$ cat src/rtl/uart_regbank.sv
module uart_regbank #(
  parameter int DW = 8,
  parameter logic [DW-1:0] REV_CODE = 8'h01,
  parameter logic [DW-1:0] ID_CODE  = 8'hA5,
  parameter logic [DW-1:0] ENH_KEY  = 8'hBF
) (
  input  logic          clk,
  input  logic          rst_n,
  input  logic [2:0]    addr,
  input  logic          rd_en,
  input  logic          wr_en,
  input  logic [DW-1:0] wdata,
  output logic [DW-1:0] rdata,
  input  logic          fstat_sel_n,
  input  logic [DW-1:0] rx_hold,
  input  logic [DW-1:0] irq_stat,
  input  logic [DW-1:0] line_stat,
  input  logic [DW-1:0] modem_stat,
  input  logic [DW-1:0] fifo_level,
  input  logic [DW-1:0] fifo_stat,
  output logic          rx_pop,
  output logic          tx_push,
  output logic          fcr_wr,
  output logic          trg_wr,
  output logic          emsr_wr,
  output logic [DW-1:0] lcr_o,
  output logic [DW-1:0] ier_o,
  output logic [DW-1:0] mcr_o,
  output logic [2*DW-1:0] div_o,
  output logic [DW-1:0] fctr_o,
  output logic [DW-1:0] efr_o,
  output logic [DW-1:0] trg_o,
  output logic [DW-1:0] emsr_o,
  output logic [DW-1:0] xon1_o,
  output logic [DW-1:0] xon2_o,
  output logic [DW-1:0] xoff1_o,
  output logic [DW-1:0] xoff2_o
);

  logic [DW-1:0] lcr, ier, mcr, scr, dll, dlm, fctr, efr, trg, emsr;
  logic [DW-1:0] fchar [4];

  wire enh  = (lcr == ENH_KEY);
  wire divb = lcr[7] && !enh;
  wire nrm  = !lcr[7];
  wire alt7 = fctr[6];
  wire div_zero = (dll == '0) && (dlm == '0);

  assign rx_pop  = rd_en && fstat_sel_n && nrm && addr == 3'd0;
  assign tx_push = wr_en && nrm && addr == 3'd0;
  assign fcr_wr  = wr_en && nrm && addr == 3'd2;
  assign emsr_wr = wr_en && nrm && addr == 3'd7 && alt7;
  assign trg_wr  = wr_en && enh && addr == 3'd0;

  always_ff @(posedge clk or negedge rst_n) begin
    if (!rst_n) begin
      lcr <= '0; ier <= '0; mcr <= '0; scr <= '0; dll <= '0; dlm <= '0;
      fctr <= '0; efr <= '0; trg <= '0; emsr <= '0;
      for (int i = 0; i < 4; i++) fchar[i] <= '0;
    end else if (wr_en) begin
      if (addr == 3'd3) lcr <= wdata;
      else if (enh) begin
        case (addr)
          3'd0: trg <= wdata;
          3'd1: fctr <= wdata;
          3'd2: efr <= wdata;
          3'd4, 3'd5, 3'd6, 3'd7: fchar[addr[1:0]] <= wdata;
          default: ;
        endcase
      end else if (divb) begin
        if (addr == 3'd0) dll <= wdata;
        if (addr == 3'd1) dlm <= wdata;
      end else begin
        case (addr)
          3'd1: ier <= wdata;
          3'd4: mcr <= wdata;
          3'd7: if (alt7) emsr <= wdata; else scr <= wdata;
          default: ;
        endcase
      end
    end
  end

  always_comb begin
    rdata = '0;
    if (!fstat_sel_n) rdata = fifo_stat;
    else if (addr == 3'd3) rdata = lcr;
    else if (enh) begin
      case (addr)
        3'd0: rdata = fifo_level;
        3'd1: rdata = fctr;
        3'd2: rdata = efr;
        3'd4, 3'd5, 3'd6, 3'd7: rdata = fchar[addr[1:0]];
        default: rdata = '0;
      endcase
    end else if (divb) begin
      case (addr)
        3'd0: rdata = div_zero ? REV_CODE : dll;
        3'd1: rdata = div_zero ? ID_CODE : dlm;
        default: rdata = '0;
      endcase
    end else begin
      case (addr)
        3'd0: rdata = rx_hold;
        3'd1: rdata = ier;
        3'd2: rdata = irq_stat;
        3'd4: rdata = mcr;
        3'd5: rdata = line_stat;
        3'd6: rdata = modem_stat;
        3'd7: rdata = alt7 ? fifo_level : scr;
        default: rdata = '0;
      endcase
    end
  end

  assign lcr_o = lcr;   assign ier_o = ier;   assign mcr_o = mcr;
  assign div_o = {dlm, dll};
  assign fctr_o = fctr; assign efr_o = efr;   assign trg_o = trg;
  assign emsr_o = emsr;
  assign xon1_o = fchar[0]; assign xon2_o = fchar[1];
  assign xoff1_o = fchar[2]; assign xoff2_o = fchar[3];

  a_r2_lcr_any_bank: assert property (@(posedge clk) disable iff (!rst_n)
    (wr_en && addr == 3'd3) |=> lcr_o == $past(wdata));

  a_r3_pop_normal_only: assert property (@(posedge clk) disable iff (!rst_n)
    (rx_pop || tx_push) |-> !lcr_o[7]);

  a_r4_ier_held: assert property (@(posedge clk) disable iff (!rst_n)
    !(wr_en && addr == 3'd1 && !lcr_o[7]) |=> $stable(ier_o));

  a_r6_div_held: assert property (@(posedge clk) disable iff (!rst_n)
    !(wr_en && lcr_o[7] && lcr_o != ENH_KEY && addr[2:1] == 2'b00) |=> $stable(div_o));

  a_r8_efr_held: assert property (@(posedge clk) disable iff (!rst_n)
    !(wr_en && lcr_o == ENH_KEY && addr == 3'd2) |=> $stable(efr_o));

  a_r9_status_override: assert property (@(posedge clk) disable iff (!rst_n)
    (rd_en && !fstat_sel_n) |-> (rdata == fifo_stat && !rx_pop));

  a_r10_wr_strobes_exclusive: assert property (@(posedge clk) disable iff (!rst_n)
    $onehot0({tx_push, fcr_wr, trg_wr, emsr_wr}));

endmodule

$ cat config.mk
export PLATFORM = sky130hd
export DESIGN_NAME = uart_regbank
export DESIGN_NICKNAME = d
export VERILOG_FILES = /design/src/rtl/uart_regbank.sv
export SDC_FILE = /design/constraint.sdc
export NUM_CORES = 1
export LEC_CHECK = 0
export ABC_CLOCK_PERIOD_IN_PS = 4330
export CAP_MARGIN = 20
export CELL_PAD_IN_SITES_DETAIL_PLACEMENT = 1
export CELL_PAD_IN_SITES_GLOBAL_PLACEMENT = 1
export CORE_MARGIN = 4
export CORE_UTILIZATION = 40
export CTS_CLUSTER_DIAMETER = 50
export DETAILED_ROUTE_END_ITERATION = 7
export PLACE_DENSITY = 0.89
export SETUP_SLACK_MARGIN = 0.3
export SYNTH_ARGS = -nofsm -noshare
export SYNTH_HDL_FRONTEND = slang
export SYNTH_SLANG_ARGS = --single-unit
$ cat constraint.sdc
create_clock -name clk -period 4.33 [get_ports clk]
set_clock_uncertainty 0.2 [all_clocks]
set_input_delay 0.866 -clock clk [delete_from_list [all_inputs] [get_ports clk]]
set_output_delay 0.866 -clock clk [all_outputs]
set_load 0.02 [all_outputs]
==> run metrics <==
syn_area_per_cell 12.0 µm²; synthesis-stage register bit count roughly 110; Routed Wire Length around 22 mm; count of filler cells inserted in the layout approximately 1500; global route total overflow 0; antenna violations before repair 0; width of the die approximately 130 µm; cell count after synthesis between 400 and 500; total global-route track usage approximately a quarter; maximum fanout encountered on the critical timing path 5; list of cells traversed by the critical path dlygate4sd2_1 > buf_4 > inv_1 > buf_4 > nand2_1 > nor3_1 > clkdlybuf4s50_1; share of the synthesized area in the top cell type a little under half; initial core utilization approximately two fifths; clock transition at the registers of the reported paths approximately 70 ps; peak per-stage delay on the critical path between 600 and 700 ps; ys flop type dfrtp_1; Arr. time, crit path between 2000 and 3000 ps; share of async-settable or async-resettable flops after synthesis 100%; top cells by area in the synthesized netlist dfrtp_1 47%, mux2_2 23%, mux4_2 3.8%; RePlAce Congestion between 0.8 and 0.9; mapped cell area between 5000 and 6000 µm²; post-route core utilization a little under three fifths; quantity of I/O buffers inserted on ports 180; total die area between 15000 and 20000 µm²; post-DR wirelength/cell about 25 µm; proportion of layout cells with a drive suffix above 1 around 30%; shortest period the worst path allows 3890 ps; vias post-DR ~5000; TritonCTS clock tree yes; Post-Synthesis Net Count 558; Crit-path slowest cell clkdlybuf4s50_1; Post-synth EDFFs 0; nets around 750; synth unique cells between 40 and 50; routed vias/inst between 5 and 6; synth warn 0; Max-cap violations 0; nature of the critical path startpoint input port; power density cells between 300 and 400 nW/µm²; post-route DRC violation count 0; Detailed Route Iter0 Violations 320; count of final max-slew check failures 0; row count 44; worst slack on hold paths 222 ps; Top Ports between 150 and 200; Final Hold Viols 0; Critical Path End Type primary output; period utilization 89.9%; Antenna Diode Count 0; share of synthesized area occupied by flip-flops and latches 47.3%; peak supply drop 0.000162 V; clock latency on the worst-skew pair around 360 ps; post-detail-place hpwl roughly 16 mm; die span in y 130 µm; total leakage power 3.58 nW; number of buffers created by CTS 9; slew at the pin closest to its max-slew limit approximately 790 ps; RSZ-0062 raised after global routing false; level count of the clock H-tree 3; Highest Clock Rate 0.257 GHz; total core area around 15000 µm²; worst rel slew slack a little under half; leading area contributor after synthesis dfrtp_1; global-route wire length before repair roughly 33 mm; Root Buffer Master clkbuf_16; final count of negative-setup-slack endpoints 0; Antenna Nets Post-Route 0; WP data required ~3300 ps; largest net degree at the start of global routing 85; Clock Tree Buf Depth 2; status finished, final reports clean; classification of the worst-slack hold path in2async; via count of the first global-routing pass 5457; most prevalent standard cell on the critical path buf_4; critical setup path kind in2out; synthesis-to-finish area growth 40.8%; cts hold-fix bufs 0; Post-CTS Setup Repair Bufs 0; Pre-antenna DRT Iters 5; Setup TNS 0 ps; clock tree sinks roughly 110
[synth_stat cells, drive strengths merged, types with 2 or more instances]
master  number
inv          6
buf         23
nor3b        7
a22oi       13
o211ai       8
o21a         2
nand2       51
nor2b        5
nor3        12
mux2       119
nand3       12
o22ai        9
mux4        10
nor2        12
nor4         4
o21ai       12
o221ai       3
clkbuf      12
a211oi       5
a221oi       2
mux2i       16
a21oi       30
dfrtp      112
nand4        2
[worst max-delay path: cells and delay by family]
| kind | cells | cell delay, ps |
|---|---|---|
| buffers and inverters | 5 | 1420 |
| and+or+nand+nor | 2 | 520 |
[cell type report]
type,instances,area [µm²],area share [%]
Multi-Input combinational cell,340,2920,35.0
Clock inverter,6,51.3,0.615
Sequential cell,112,2800,33.6
Inverter,7,27.5,0.330
Clock buffer,10,239,2.87
Timing Repair Buffer,213,2070,24.8
Tap cell,184,230,2.76
[sequential cells by signal, summed over array words and instances, names as in the netlist]
register	cells
dll	8
dlm	8
xoff2_o	8
lcr_o	8
ier_o	8
mcr_o	8
xon1_o	8
xon2_o	8
xoff1_o	8
fctr_o	8
scr	8
efr_o	8
trg_o	8
emsr_o	8
[layout by cell type (no fill, tap or decap), types with 5 or more instances in the layout]
| cell type | n |
|---|---|
| dlygate4sd2_1 | 8 |
| nor3_1 | 8 |
| a211oi_1 | 5 |
| dfrtp_1 | 112 |
| o211ai_1 | 8 |
| clkdlybuf4s50_1 | 167 |
| mux4_2 | 10 |
| clkbuf_16 | 9 |
| inv_1 | 6 |
| nor2_1 | 10 |
| buf_4 | 31 |
| a21oi_1 | 30 |
| o21ai_0 | 12 |
| mux2i_1 | 16 |
| nand3_2 | 6 |
| nor3b_1 | 6 |
| nand2_1 | 48 |
| o22ai_1 | 9 |
| mux2_2 | 119 |
| a22oi_1 | 13 |
[worst paths after layout]
path / startpoint / endpoint / slack (ps) / cells past startpoint
setup / recovery: addr[0] / tx_push / 440 / 7
hold / removal: rst_n / trg_o[1] / 220 / 1
setup reg to reg: lcr_o[7] / xon2_o[4] / 1500 / 6
hold reg to reg: emsr_o[4] / emsr_o[4] / 290 / 2
max in group asynchronous: rst_n / xoff2_o[5] / 3100 / 2
min in group clk: emsr_o[4] / emsr_o[4] / 290 / 2
[where the power goes]
group	total, W	switching, W	internal, W
Sequential	0.00133	0.000154	0.00117
Clock	0.000830	0.000416	0.000414
Combinational	0.000868	0.000435	0.000434
Total	0.00303	0.00100	0.00202
[kinds of logic (layout without fill, tap and decap cells)]
family                 count (synthesis)  count (layout)  share of synthesized area (%)
muxes                                145             145                           29.1
DFF                                  112             112                           47.3
buffers and inverters                 42             236                           3.59
AOI/OAI and AO/OA                     85              85                           8.89
and+or+nand+nor                      110             110                           11.1
[metal layers]
metal / up-vias / GRT usage [%] / wire length, µm
met5: - / 0 / 0
met4: 0 / 6.85 / 419
met3: 28 / 5.94 / 1650
met2: 208 / 44.7 / 10800
met1: 2570 / 34.9 / 9060
li1: 2201 / - / -
[through the flow]
step / cell area, µm² / setup WS (ps) / instances / total power (W)
3_5_place_dp: 8020 / -102 / 855 / 0.00221
2_1_floorplan: 5920 / 1030 / 494 / 0.00173
4_1_cts: 8310 / 340 / 871 / 0.00304
5_1_grt: 8340 / 328 / 872 / 0.00316
6_report: 8340 / 437 / 872 / 0.00303
3_3_place_gp: 8020 / -83.2 / 855 / 0.00218
[what timing repair did]
action | in CTS | in global routing
setup endpoints to repair | 10 | 5
pin swaps | 0 | 0
gates resized for setup | 16 | 3
hold endpoints to repair | 0 | 0
Note: power is estimated with default switching activity, not from simulation.
